[config.mk]
export PLATFORM = sky130hd
export DESIGN_NAME = ica_cluster
export DESIGN_NICKNAME = d
export VERILOG_FILES = /design/src/rtl/ica_pkg.sv /design/src/rtl/ica_thread_sel.sv /design/src/rtl/ica_rr_arb.sv /design/src/rtl/ica_cx_pipe.sv /design/src/rtl/ica_cluster.sv
export SDC_FILE = /design/constraint.sdc
export NUM_CORES = 1
export LEC_CHECK = 0
export ABC_AREA = 1
export BUFFER_PORTS_ARGS = -buffer_cell sky130_fd_sc_hd__buf_4
export CORE_AREA = 2 2 225 227
export CTS_CLUSTER_SIZE = 8
export DETAILED_ROUTE_END_ITERATION = 6
export DIE_AREA = 0 0 227 229
export PLACE_DENSITY = 0.41
export SLEW_MARGIN = 15
export SYNTH_ARGS = -nofsm -noshare
export SYNTH_HDL_FRONTEND = slang
export SYNTH_SLANG_ARGS = --single-unit
[constraint.sdc]
create_clock -name clk -period 7.47 [get_ports clk]
set_input_delay 0.3735 -clock clk [delete_from_list [all_inputs] [get_ports clk]]
set_output_delay 0.3735 -clock clk [all_outputs]
set_load 0.01 [all_outputs]
[src/rtl/ica_pkg.sv]
package ica_pkg;
  // Next index in a ring of n entries.
  function automatic int wrap_next(input int i, input int n);
    return (i + 1 >= n) ? 0 : i + 1;
  endfunction
endpackage

[src/rtl/ica_thread_sel.sv]
module ica_thread_sel #(
  parameter int NT = 4,
  parameter int IW = 16,
  localparam int TW = $clog2(NT)
) (
  input  logic             clk,
  input  logic             rst_n,
  input  logic [NT-1:0]    req,
  input  logic [NT-1:0]    cplx,
  input  logic [NT*IW-1:0] instr,
  input  logic             cx_gnt,
  input  logic             tag_vld,
  input  logic [TW-1:0]    tag_thr,
  output logic             cx_req,
  output logic [TW-1:0]    cx_thr,
  output logic [IW-1:0]    cx_instr,
  output logic             loc_vld,
  output logic [TW-1:0]    loc_thr,
  output logic [IW-1:0]    loc_instr
);
  // {found, index} of the lowest set bit
  function automatic logic [TW:0] pick_first(input logic [NT-1:0] v);
    pick_first = '0;
    for (int i = NT - 1; i >= 0; i--)
      if (v[i]) pick_first = {1'b1, TW'(i)};
  endfunction

  logic [NT-1:0] wait_q, wait_d;
  logic [NT-1:0] elig, loc_cand;
  logic [TW:0]   top_pick, loc_pick;
  logic          top_is_cx, cx_win;

  assign elig      = req & ~wait_q;
  assign loc_cand  = elig & ~cplx;
  assign top_pick  = pick_first(elig);
  assign loc_pick  = pick_first(loc_cand);
  assign top_is_cx = top_pick[TW] && cplx[top_pick[TW-1:0]];

  assign cx_req    = top_is_cx;
  assign cx_thr    = top_pick[TW-1:0];
  assign cx_instr  = instr[int'(cx_thr)*IW +: IW];
  assign cx_win    = cx_req && cx_gnt;

  assign loc_vld   = loc_pick[TW] && !cx_win;
  assign loc_thr   = loc_pick[TW-1:0];
  assign loc_instr = instr[int'(loc_thr)*IW +: IW];

  always_comb begin
    wait_d = wait_q;
    for (int t = 0; t < NT; t++) begin
      if (cx_win && cx_thr == TW'(t))        wait_d[t] = 1'b1;
      else if (tag_vld && tag_thr == TW'(t)) wait_d[t] = 1'b0;
    end
  end

  always_ff @(posedge clk) begin
    if (!rst_n) wait_q <= '0;
    else        wait_q <= wait_d;
  end

  AST_ONE_ISSUE: assert property (@(posedge clk) disable iff (!rst_n)
    !(loc_vld && cx_win));
  AST_LOCAL_ELIG: assert property (@(posedge clk) disable iff (!rst_n)
    loc_vld |-> (req[loc_thr] && !wait_q[loc_thr] && !cplx[loc_thr]));
  AST_PARK_AFTER_WIN: assert property (@(posedge clk) disable iff (!rst_n)
    cx_win |=> wait_q[$past(cx_thr)]);
  AST_TAG_FOR_PARKED: assert property (@(posedge clk) disable iff (!rst_n)
    tag_vld |-> wait_q[tag_thr]);
endmodule

[src/rtl/ica_rr_arb.sv]
module ica_rr_arb #(
  parameter int N = 6,
  localparam int CW = $clog2(N)
) (
  input  logic          clk,
  input  logic          rst_n,
  input  logic [N-1:0]  req,
  output logic [N-1:0]  gnt,
  output logic          gnt_vld,
  output logic [CW-1:0] gnt_idx
);
  // {found, index} of first request at or after the pointer
  function automatic logic [CW:0] rr_pick(input logic [N-1:0] r, input logic [CW-1:0] p);
    rr_pick = '0;
    for (int k = N - 1; k >= 0; k--) begin
      int j;
      j = (int'(p) + k) % N;
      if (r[j]) rr_pick = {1'b1, CW'(j)};
    end
  endfunction

  logic [CW-1:0] ptr_q, ptr_d;
  logic [CW:0]   pick;

  assign pick    = rr_pick(req, ptr_q);
  assign gnt_vld = pick[CW];
  assign gnt_idx = pick[CW-1:0];

  always_comb begin
    gnt = '0;
    if (gnt_vld) gnt[gnt_idx] = 1'b1;
  end

  assign ptr_d = gnt_vld ? CW'(ica_pkg::wrap_next(int'(gnt_idx), N)) : ptr_q;

  always_ff @(posedge clk) begin
    if (!rst_n) ptr_q <= '0;
    else        ptr_q <= ptr_d;
  end

  AST_GNT_ONEHOT: assert property (@(posedge clk) disable iff (!rst_n)
    $onehot0(gnt));
  AST_GNT_SUBSET: assert property (@(posedge clk) disable iff (!rst_n)
    (gnt & ~req) == '0);
  AST_PTR_IDLE: assert property (@(posedge clk) disable iff (!rst_n)
    !gnt_vld |=> $stable(ptr_q));
  AST_PTR_ADVANCE: assert property (@(posedge clk) disable iff (!rst_n)
    gnt_vld |=> ptr_q == (($past(gnt_idx) == CW'(N - 1)) ? '0 : $past(gnt_idx) + 1'b1));
endmodule

[src/rtl/ica_cx_pipe.sv]
module ica_cx_pipe #(
  parameter int LAT = 4,
  parameter int CW  = 3,
  parameter int TW  = 2
) (
  input  logic          clk,
  input  logic          rst_n,
  input  logic          in_vld,
  input  logic [CW-1:0] in_core,
  input  logic [TW-1:0] in_thr,
  output logic          out_vld,
  output logic [CW-1:0] out_core,
  output logic [TW-1:0] out_thr
);
  logic          vld_q  [LAT];
  logic [CW-1:0] core_q [LAT];
  logic [TW-1:0] thr_q  [LAT];

  always_ff @(posedge clk) begin
    if (!rst_n) begin
      for (int s = 0; s < LAT; s++) begin
        vld_q[s]  <= 1'b0;
        core_q[s] <= '0;
        thr_q[s]  <= '0;
      end
    end else begin
      vld_q[0]  <= in_vld;
      core_q[0] <= in_core;
      thr_q[0]  <= in_thr;
      for (int s = 1; s < LAT; s++) begin
        vld_q[s]  <= vld_q[s-1];
        core_q[s] <= core_q[s-1];
        thr_q[s]  <= thr_q[s-1];
      end
    end
  end

  assign out_vld  = vld_q[LAT-1];
  assign out_core = core_q[LAT-1];
  assign out_thr  = thr_q[LAT-1];

  AST_STAGE0_LOAD: assert property (@(posedge clk) disable iff (!rst_n)
    in_vld |=> vld_q[0]);
endmodule

[src/rtl/ica_cluster.sv]
module ica_cluster #(
  parameter int NCORES = 6,
  parameter int NTHR   = 4,
  parameter int IW     = 16,
  parameter int CX_LAT = 4,
  localparam int CW = $clog2(NCORES),
  localparam int TW = $clog2(NTHR),
  localparam int NS = NCORES * NTHR
) (
  input  logic                 clk,
  input  logic                 rst_n,
  input  logic [NS-1:0]        thr_req,
  input  logic [NS-1:0]        thr_cplx,
  input  logic [NS*IW-1:0]     thr_instr,
  output logic [NCORES-1:0]    loc_vld,
  output logic [NCORES*TW-1:0] loc_thr,
  output logic [NCORES*IW-1:0] loc_instr,
  output logic                 cx_vld,
  output logic [CW-1:0]        cx_core,
  output logic [TW-1:0]        cx_thr,
  output logic [IW-1:0]        cx_instr,
  output logic                 res_vld,
  output logic [CW-1:0]        res_core,
  output logic [TW-1:0]        res_thr
);
  logic [NCORES-1:0] core_req, core_gnt;
  logic [TW-1:0]     core_cx_thr   [NCORES];
  logic [IW-1:0]     core_cx_instr [NCORES];
  logic              gnt_vld;
  logic [CW-1:0]     gnt_idx;

  for (genvar c = 0; c < NCORES; c++) begin : g_core
    logic tag_hit;
    assign tag_hit = res_vld && (res_core == CW'(c));
    ica_thread_sel #(.NT(NTHR), .IW(IW)) u_sel (
      .clk       (clk),
      .rst_n     (rst_n),
      .req       (thr_req[c*NTHR +: NTHR]),
      .cplx      (thr_cplx[c*NTHR +: NTHR]),
      .instr     (thr_instr[c*NTHR*IW +: NTHR*IW]),
      .cx_gnt    (core_gnt[c]),
      .tag_vld   (tag_hit),
      .tag_thr   (res_thr),
      .cx_req    (core_req[c]),
      .cx_thr    (core_cx_thr[c]),
      .cx_instr  (core_cx_instr[c]),
      .loc_vld   (loc_vld[c]),
      .loc_thr   (loc_thr[c*TW +: TW]),
      .loc_instr (loc_instr[c*IW +: IW])
    );
  end

  ica_rr_arb #(.N(NCORES)) u_arb (
    .clk     (clk),
    .rst_n   (rst_n),
    .req     (core_req),
    .gnt     (core_gnt),
    .gnt_vld (gnt_vld),
    .gnt_idx (gnt_idx)
  );

  assign cx_vld   = gnt_vld;
  assign cx_core  = gnt_idx;
  assign cx_thr   = core_cx_thr[gnt_idx];
  assign cx_instr = core_cx_instr[gnt_idx];

  ica_cx_pipe #(.LAT(CX_LAT), .CW(CW), .TW(TW)) u_pipe (
    .clk      (clk),
    .rst_n    (rst_n),
    .in_vld   (cx_vld),
    .in_core  (cx_core),
    .in_thr   (cx_thr),
    .out_vld  (res_vld),
    .out_core (res_core),
    .out_thr  (res_thr)
  );

  AST_CX_FROM_REQ: assert property (@(posedge clk) disable iff (!rst_n)
    cx_vld |-> (core_req[cx_core] && thr_req[int'(cx_core)*NTHR + int'(cx_thr)]));
  AST_CX_NO_LOCAL: assert property (@(posedge clk) disable iff (!rst_n)
    cx_vld |-> !loc_vld[cx_core]);
endmodule

* After elaboration in Yosys (flattened, before gate mapping) *
Memory sizes are Yosys's and may differ from the RTL's.
Index checks and enable logic that the tools add are counted.

word-level totals
  logic and storage cells = 398
  input port bits = 434
  RAM bits = 24
  bits in registers = 27
  output and inout bits = 142
  memories = 3

memories
  name           words  width  read ports  clocked after memory_dff  wr ports  line               source
  u_pipe.core_q  4      3      4           0                         4         ica_cx_pipe.sv:16  logic [CW-1:0] core_q [LAT];
  u_pipe.thr_q   4      2      4           0                         4         ica_cx_pipe.sv:17  logic [TW-1:0] thr_q [LAT];
  u_pipe.vld_q   4      1      4           0                         4         ica_cx_pipe.sv:15  logic vld_q [LAT];

cells by class
  bitwise operators = 37
  shift operators = 12
  divide/modulo/power cells = 6
  order comparisons = 16
  eq/ne operators = 26
  reduce and logical (&&, ||, !) cells = 111
  multiplexer cells = 156
  $add $sub $neg = 6

operator list
  operator                                                     number
  indexed part select 64 x 7 -> 16 bit                         12
  less-than comparator 32 x 5 -> 1 bit, second input constant  6
  modulo 32 x 4 -> 32 bit, second input constant               5
  2-to-1 mux 3 bit                                             53
  logical AND 1 bit                                            73
  2-to-1 mux 1 bit                                             73
  bitwise AND 4 bit                                            12
  binary-select mux 16 bit (select 3 bit)                      1
  NOT 4 bit                                                    12
  nonzero test 2 bit                                           24
  modulo 4 x 4 -> 32 bit, second input constant                1
  2-to-1 mux 16 bit                                            2
  == test 2 bit, second input constant                         14
  2-to-1 mux 4 bit                                             6
  binary-select mux 1 bit (select 3 bit)                       6
  less-than comparator 2 x 3 -> 1 bit, second input constant   6
  == test 2 x 1 -> 1 bit, second input constant                7
  logical NOT 2 bit                                            7
  binary-select mux 1 bit (select 2 bit)                       6
  2-to-1 mux 2 bit                                             6
  OR 1 bit                                                     12
  adder 3 x 1 -> 4 bit, second input constant                  2
  adder 3 x 2 -> 4 bit, second input constant                  2
  adder 3 x 3 -> 4 bit, second input constant                  2
  other kinds (13)                                             20

* Longest topological paths before layout *
Gate-level depths: netlist (run 1).

  word-level depth = 26
  depth in mapped cells = 34
  depth with buffers taken out = 32

* By module *
Synthesis (run 1) repeated with hierarchy kept, for this count alone.

second synthesis, totals
  cells, all modules = 2096
  area total of the unflattened synthesis = 11322.1 µm²

modules (own cells, without submodules)
  module          instances  area each (µm²)  seq. area each (µm²)  cells each
  ica_thread_sel  6          1331.3           80.1                  248
  ica_cluster     1          1403.8           0.0                   304
  ica_rr_arb      1          1247.4           60.1                  230
  ica_cx_pipe     1          683.2            480.5                 74

* Least setup slack after synthesis (run 1) *
OpenSTA, ideal clock, no wires.

  path type = register to register
  start point = register u_arb.ptr_q[0]
  end point = register u_arb.ptr_q[0]
  data required time = 7399 ps
  period minus slack after synthesis = 3684 ps
  setup time = 71 ps
  cell stages (with the launch flop) = 30
  path buffers = 2
  slack = 3786 ps
  arrival time = 3614 ps
  cell sequence = dfxtp_1 -> buf_4 -> clkinv_1 -> ha_1 -> inv_1 -> nand2_1 -> and2_4 -> ha_1 -> nor2_1 -> nand3_1 -> nand2_1 -> nand2_1 -> nand2_1 -> nand2_1 -> inv_2 -> nand3_1 -> nand3_1 -> nand2_2 -> inv_2 -> nand3_1 -> nand2_1 -> nand2_1 -> a21boi_2 -> buf_4 -> ha_1 -> nor2_1 -> inv_1 -> nand3_2 -> nand2_1 -> a21oi_1

between the ends
  word-level cells in the longest chain between the ends = 14
  elaborated cells on any way between the ends = 38
  those cells by class = add/sub (6); div (6); order compare (1); mux (25)

ends and longest elaborated chain
  what                                                  line               source
  start: declaration                                    ica_rr_arb.sv:22   logic [CW-1:0] ptr_q, ptr_d;
  start signal: assignment                              ica_rr_arb.sv:38   else ptr_q <= ptr_d;
  adder 3 x 3 -> 4 bit                                  ica_rr_arb.sv:17   j = (int'(p) + k) % N;
  modulo 32 x 4 -> 32 bit                               ica_rr_arb.sv:17
  binary-select mux 1 bit (select 3 bit)                ica_rr_arb.sv:18   if (r[j]) rr_pick = {1'b1, CW'(j)};
  2-to-1 mux 1 bit (not written as such) (2 in series)  ica_rr_arb.sv:18
  2-to-1 mux 4 bit (5 in series)                        ica_rr_arb.sv:18
  2-to-1 mux 4 bit (*)                                  ica_rr_arb.sv:18
  via cx_core[1]                                        ica_cluster.sv:19  output logic [CW-1:0] cx_core,
  adder 3 x 1 -> 4 bit (*)                              ica_pkg.sv:4       return (i + 1 >= n) ? 0 : i + 1;
  >= comparator 4 x 3 -> 1 bit (*)                      ica_pkg.sv:4
  2-to-1 mux 3 bit (*)                                  ica_pkg.sv:4

The timed path passes the listed nets; every way through them passes the cells marked *. The select of a mux whose other input is x is not followed.
A chain may end at the register's enable or synchronous reset.

* Final worst setup path (run 1) *
  start point = register u_arb.ptr_q[0]
  end point = output cx_instr[1]

between the ends
  word-level cells in the longest chain between the ends = 15
  elaborated cells on any way between the ends = 39
  those cells by class = add/sub (5); div (6); mux (27); bitwise (1)

ends and longest elaborated chain
  what                                                       line               source
  adder 3 x 3 -> 4 bit                                       ica_rr_arb.sv:17
  modulo 32 x 4 -> 32 bit                                    ica_rr_arb.sv:17
  binary-select mux 1 bit (select 3 bit)                     ica_rr_arb.sv:18
  2-to-1 mux 1 bit (not written as such) (2 in series)       ica_rr_arb.sv:18
  2-to-1 mux 4 bit (5 in series)                             ica_rr_arb.sv:18
  2-to-1 mux 4 bit (*)                                       ica_rr_arb.sv:18
  NOT 3 -> 4 bit (not written as such) (*)                   ica_cluster.sv:65  assign cx_instr = core_cx_instr[gnt_idx];
  binary-select mux 16 bit (select 3 bit) (*)                ica_cluster.sv:65
  2-to-1 mux 16 bit (not written as such) (*) (2 in series)  ica_cluster.sv:65
  end: declaration                                           ica_cluster.sv:21  output logic [IW-1:0] cx_instr,

Every way passes the cells marked *; elsewhere a longest branch is shown, timed or not. The select of a mux whose other input is x is not followed.

==> results of run 1 <==
power groups by stage:
stage	clock network [W]	registers, W	logic (W)
floorplan	0	0.000365	0.00258
global placement	0	0.000379	0.00457
detailed placement	0	0.000380	0.00457
CTS	0.000254	0.000374	0.00458
global route	0.000264	0.000382	0.00497
finish	0.000248	0.000374	0.00457
cell usage in the layout, fill, tap and decap left out, drive strengths merged:
| cell | instances |
|---|---|
| o31ai | 29 |
| inv | 154 |
| buf | 595 |
| a21boi | 2 |
| a21oi | 67 |
| o21bai | 1 |
| a31oi | 1 |
| nor4 | 1 |
| ha | 12 |
| xor2 | 1 |
| nand2 | 480 |
| nand4 | 28 |
| or2 | 10 |
| nor2 | 320 |
| a221oi | 18 |
| nand3b | 4 |
| o21ai | 256 |
| o22ai | 135 |
| clkbuf | 5 |
| diode | 6 |
| clkinv | 7 |
| nand3 | 102 |
| a22o | 25 |
| and2 | 2 |
| dfxtp | 51 |
| a32o | 1 |
| xnor2 | 1 |
through the flow:
stage / hold slack [ns] / worst slack (ns) / power (W) / cell area, sq um
2_1_floorplan: 0.3864 / 3.786 / 0.002941 / 9303
3_3_place_gp: 0.3929 / 1.929 / 0.004949 / 14120
3_5_place_dp: 0.3986 / 1.852 / 0.004948 / 14120
4_1_cts: 0.4140 / 1.504 / 0.005211 / 14280
5_1_grt: 0.4214 / 1.065 / 0.005617 / 14290
6_report: 0.4114 / 1.504 / 0.005187 / 14290
path summary, 6_finish.rpt:
check	from	slack, ns	end
setup / recovery	u_arb.ptr_q[0]	1.50	cx_instr[1]
setup reg to reg	u_arb.ptr_q[0]	2.27	u_pipe.thr_q[0][0]
hold reg to reg	u_pipe.vld_q[2]	0.41	u_pipe.vld_q[3]
hold / removal	u_pipe.vld_q[2]	0.41	u_pipe.vld_q[3]
worst register-to-register path: cells and delay by family (launching register included):
| family | cells | cell delay (ns) |
|---|---|---|
| buffers and inverters | 6 | 1.18 |
| AO/OA/AOI/OAI | 2 | 0.18 |
| flip-flops | 1 | 0.71 |
| AND/OR/NAND/NOR | 18 | 2.41 |
| adder cells (fa/ha/maj) | 2 | 0.62 |
sequential cells by signal, indices dropped and copies added (netlist names):
register	count
g_core.u_sel.wait_q	24
u_pipe.core_q	12
u_pipe.thr_q	8
u_pipe.vld_q	4
u_arb.ptr_q	3
per-layer routing:
| layer | vias up | part of all wire, % |
|---|---|---|
| li1 | 7121 | - |
| met5 | - | 0.071 |
| met3 | 124 | 6.2 |
| met2 | 608 | 48 |
| met4 | 6 | 4.1 |
| met1 | 7001 | 42 |
kinds of logic after synthesis:
family | Yosys count | synth area share [%]
xor gates and xnor gates | 2 | 0.2691
buffers and inverters | 263 | 11.65
adders and majority gates | 12 | 1.614
DFF | 51 | 10.98
AOI/OAI and AO/OA | 535 | 33.46
and+or+nand+nor | 947 | 42.03
layout make-up:
cell class / count / area, sq um / share of cell area (%)
well taps: 672 / 840.8 / 5.883
multi-input cells: 1496 / 7198 / 50.37
repair buffers: 595 / 4467 / 31.26
flip-flops and latches: 51 / 1021 / 7.144
clock inverters: 3 / 26.28 / 0.1839
diodes: 6 / 15.01 / 0.1051
inverters: 158 / 598.1 / 4.185
clock buffers: 5 / 125.1 / 0.8755
==> metrics.csv, run 1 <==
metric,value,unit
outcome,"finished, final reports clean",
cp.required,7.10,ns
hold-path-cell-count,2,
vdd_drop_max,258.0,uV
drc,0,
slowest_stage,nand2_4,
synth.most_common_cell,nand2_1,
cp-end-kind,output pin,
syn_area_per_cell,5.140,sq um
yosysUniqueCellTypes,38,
dr.pass1.iters,7,
gp_congestion,0.9158,
min_period_over_period,79.86,%
via_per_inst,4.977,
grtUsageMet3,4.734,%
cap_violations,0,
drt_wl_total,68600,um
grt_pass1_vias,14470,
synth_top_area_share,18.92,%
setup_viol,0,
arrival,5.59,ns
met1_usage,31.18,%
grt_max_degree,83,
grt_setup_unrepaired,false,
clkSlewWorstSetupHoldPaths,0.07,ns
met2_usage,42.87,%
die_w,227,um
ff2ff_path_depth,28,
numClockSinks,51,
yosysWarnings,0,
ys.flop_type,dfxtp_1,
antenna_found_initial,9,
path_class,flip-flop to output pin,
final_max_slew_viol_count,0,
cts.repair.resized,0,
die_area,0.05198,sq mm
cts_tree,yes,
clockBufferDepth,2,
floorplan.rows,82,
final_layout_size_suffix_gt1_share,27.95,%
io_pins,576,
fin_util,28.78,%
clkLatencyLatePin,0.31,ns
drt_iter0_drc,1163,
p_seq_share,7.2,%
n_fill_cell,5796,
clockPowerShare,4.8,%
netlist_instances,1810,
io_buffers,575,
netlist_top_cells_area,"nand2_1, o21ai_0, nor2_1",
grt_pass1_wl,96700,um
slew_headroom,23.87,%
syn_area,0.009303,sq mm
grt.total_usage,25.07,%
crit_buf_inv,5,
path_max_fanout,82,
power.leakage,6.910,nW
core-area,0.04966,sq mm
die_y,229,um
start_util,18.73,%
routed-via-count,14860,
nNetsFinal,2753,
comb_power_share,88.0,%
synth-async-reset-ratio,0,%
skew,0.01314,ns
cts_setup_buffers,0,
ys_top_cells_by_count,"nand2_1, nor2_1, o21ai_0",
path_common_cell,nand2_1,
syn_nets,2256,
power.switching,0.003195,W
timing.fmax,167.6,MHz
area_growth,53.62,%
slowest_delay,0.76,ns
busiest_layer,met2,
wl_per_cell,22.98,um
root_buffer,clkbuf_16,
dp_hpwl,56060,um
critical_path.top_delay_family,simple AND/OR/NAND/NOR gates,
final-hold-violation-count,0,
startpoint_type,flip-flop,
crit_cells,26,
power.internal,0.001992,W
worstHoldPathType,flip-flop to flip-flop,
worstMarginPinSlew,1.141,ns
yosys.area.top_type,nand2_1,
final-instance-count-excl-fill,2986,
ant_nets,0,
cts_made_buffers,5,
overflow,0,
cts.htree.levels,2,
ys_seq_elements,51,
dp.cells,2972,
power.density,363.0,mW/mm^2
fin_crit,5.966,ns
tns,0,ns
ctsHoldBuffers,0,
yosysSeqAreaShare,10.98,%
synth-edff-count,0,
p_sw_share,61.59,%
(Power assumes the default switching activity.)
==> inputs of run 2 (changes only) <==
--- a/config.mk
+++ b/config.mk
@@ -11,7 +11,7 @@
 export CTS_CLUSTER_SIZE = 8
 export DETAILED_ROUTE_END_ITERATION = 6
 export DIE_AREA = 0 0 227 229
-export PLACE_DENSITY = 0.41
+export PLACE_DENSITY = 0.42
 export SLEW_MARGIN = 15
 export SYNTH_ARGS = -nofsm -noshare
 export SYNTH_HDL_FRONTEND = slang
==> constraint.sdc (replaced) <==
create_clock -name clk -period 5.4 [get_ports clk]
set_input_delay 0.27 -clock clk [delete_from_list [all_inputs] [get_ports clk]]
set_output_delay 0.27 -clock clk [all_outputs]
set_load 0.01 [all_outputs]
==> run 2 against run 1 <==
  * Hold slack lost 0.11 ns
  * Critical path depth shrank 4
  * The flow now finishes with violations (design-rule violations)
  * Worst setup slack lost 1.1 ns
  * Largest power group unchanged
  * Largest cell class unchanged
  * Flip-flop and latch count is the same
  * Sequential share of layout area is essentially flat
  * Count of clock-buffer cells in the layout grew 1
  * Global-route usage grew 0.28 points
  * Critical endpoint is now cx_instr[14]
  * First-iteration DRC count shrank 5.0%
  * Sequential power grew 35%
  * Cell area grew 0.40%
  * Via count grew 0.65%
  * Die area is the same
==> metrics.csv, run 2 (synthesis gave the netlist of run 1 again) <==
metric,value,unit,change
outcome,finished with violations,,
violations,design-rule violations,,
timing.fmax,201.0,MHz,
cp-end-kind,output pin,,
final-instance-count-excl-fill,2993,,+0.23%
drc,11,,+11
dp_hpwl,57030,um,+1.7%
ff2ff_path_depth,24,,-14%
clkSlewWorstSetupHoldPaths,0.08,ns,about the same
clockBufferDepth,2,,unchanged
worstHoldPathType,input pin to flip-flop,,
io_pins,576,,unchanged
cts.repair.resized,0,,unchanged
largest_register,g_core.u_sel.wait_q,,
min_period_over_period,92.11,%,
arrival,4.70,ns,-0.89 ns
slew_headroom,25.92,%,+2.1 points
power.density,500.8,mW/mm^2,+38%
via_per_inst,4.997,,+0.42%
cts_setup_buffers,0,,unchanged
drt_iter0_drc,1105,,-5.0%
nNetsFinal,2762,,+0.33%
gp_congestion,0.9295,,+1.5%
cts_tree,yes,,
grt_setup_unrepaired,false,,
cp.required,5.13,ns,-1.97 ns
numClockSinks,51,,unchanged
n_fill_cell,5772,,-0.41%
final_layout_size_suffix_gt1_share,28.18,%,+0.24 points
fin_area,0.01435,sq mm,+0.40%
path_max_fanout,54,,-34%
reg2reg_slack,1.05,ns,-1.22 ns
min_to,u_pipe.core_q[0][3],,
grt_pass1_vias,14490,,+0.090%
top_regs,"g_core.u_sel.wait_q: 24 flops, u_pipe.core_q: 12 flops, u_pipe.thr_q: 8 flops",,
grt_pass1_wl,98210,um,+1.6%
vdd_drop_max,297.7,uV,+15%
rr_endpoint,u_arb.ptr_q[1],,
drt_wl_total,69000,um,+0.57%
floorplan.rows,82,,unchanged
start_util,18.73,%,unchanged
io_buffers,575,,unchanged
setup_viol,0,,unchanged
ant_nets,0,,unchanged
final_max_slew_viol_count,0,,unchanged
root_buffer,clkbuf_16,,
core-area,0.04966,sq mm,unchanged
final_cell_mix,"buf_4, nand2_1, nor2_1",,
wl_per_cell,23.05,um,+0.34%
dr.pass1.iters,7,,unchanged
tns,0,ns,unchanged
hold-path-cell-count,3,,+1
antenna_found_initial,6,,-3
power.leakage,6.950,nW,+0.57%
cts_made_buffers,5,,unchanged
power,0.007186,W,+39%
hold_ws,0.3031,ns,-0.1083 ns
skew,0.009603,ns,-0.003534 ns
cts.htree.levels,2,,unchanged
routed-via-count,14960,,+0.65%
startpoint_type,flip-flop,,
fin_crit,4.974,ns,
worstMarginPinSlew,1.108,ns,-0.03221 ns
dp.cells,2981,,+0.30%
area_growth,54.24,%,
ctsHoldBuffers,0,,unchanged
clkLatencyLatePin,0.30,ns,about the same
overflow,0,,unchanged
grt_max_degree,55,,-34%
path_class,flip-flop to output pin,,
layout_commonest_cell,buf_4,,
die_w,227,um,unchanged
largest_register_ffs,24,,unchanged
die_area,0.05198,sq mm,unchanged
die_y,229,um,unchanged
final-hold-violation-count,0,,unchanged
placed_cell_area,0.01419,sq mm,+0.48%
grt.total_usage,25.34,%,+0.28 points
min_from,rst_n,,
cap_violations,0,,unchanged
worstReg2RegStart,u_arb.ptr_q[2],,
==> run 2: changes by cell type in the layout (fill, tap and decap cells not counted) <==
cell,change
buf_4,+9
clkbuf_1,+1
clkinv_4,+1
diode_2,-2
inv_6,-2
==> run 2: layout make-up <==
class                   count  area [sq um]  share of cell area, %
clock buffers               6         128.9                 0.8982
inverters                 158         598.1                  4.168
flip-flops and latches     51          1021                  7.115
multi-input cells        1496          7198                  50.17
repair buffers            604          4534                  31.60
diodes                      4         10.01                0.06976
well taps                 672         840.8                  5.860
clock inverters             2         17.52                 0.1221
==> run 2: through the flow <==
stage,setup WS [ns],utilization (%)
floorplan,1.716,-
global placement,0.7197,28.58
detailed placement,0.6960,28.58
CTS,0.3383,28.88
global route,0.01583,28.89
finish,0.4260,28.90
==> run 2: how the worst max path moves through the flow <==
stage                     slack [ns]  depth (start not counted)            from        endpoint
after detailed placement        0.70                         22  u_arb.ptr_q[2]    cx_instr[14]
final                           0.43                         22  u_arb.ptr_q[2]    cx_instr[14]
after floorplan                 1.72                         29  u_arb.ptr_q[0]  u_arb.ptr_q[0]
after global placement          0.72                         25  u_arb.ptr_q[0]    cx_instr[14]
after CTS                       0.34                         22  u_arb.ptr_q[2]    cx_instr[14]
after global routing            0.02                         22  u_arb.ptr_q[2]    cx_instr[14]
==> run 2: worst max-delay path: stages (launching register included) <==
cell      delay, ns
dfxtp_1        0.52
inv_2          0.08
ha_1           0.24
a21oi_1        0.23
inv_1          0.09
ha_1           0.29
nand3b_1       0.15
nand2_1        0.08
nand2_1        0.08
o21ai_0        0.25
o21ai_1        0.11
o21ai_1        0.24
nand2_1        0.08
nand2_1        0.07
nand2_1        0.04
nand2_1        0.06
nand3_2        0.08
nand2_4        0.48
inv_4          0.35
o31ai_1        0.19
nand3_1        0.17
nand3_1        0.28
buf_4          0.18
==> run 2: routing by layer <==
| layer | global-route usage, % | share of wire (%) | up-vias | wire length, um |
|---|---|---|---|---|
| met4 | 5.290 | 2.6 | 6 | 1807 |
| met3 | 4.657 | 6.0 | 99 | 4145 |
| met5 | 0 | 0.054 | - | 37 |
| met2 | 45.40 | 50 | 615 | 34500 |
| met1 | 31.29 | 41 | 7103 | 28510 |
| li1 | - | - | 7134 | - |
==> run 2: power breakdown <==
part / internal (W) / leakage, nW / total, W / switching [W]
Combinational: 0.00215 / 6.46 / 0.00635 / 0.00420
Sequential: 0.000462 / 0.415 / 0.000505 / 0.0000429
Clock: 0.000174 / 0.0711 / 0.000335 / 0.000161
Total: 0.00279 / 6.95 / 0.00719 / 0.00440
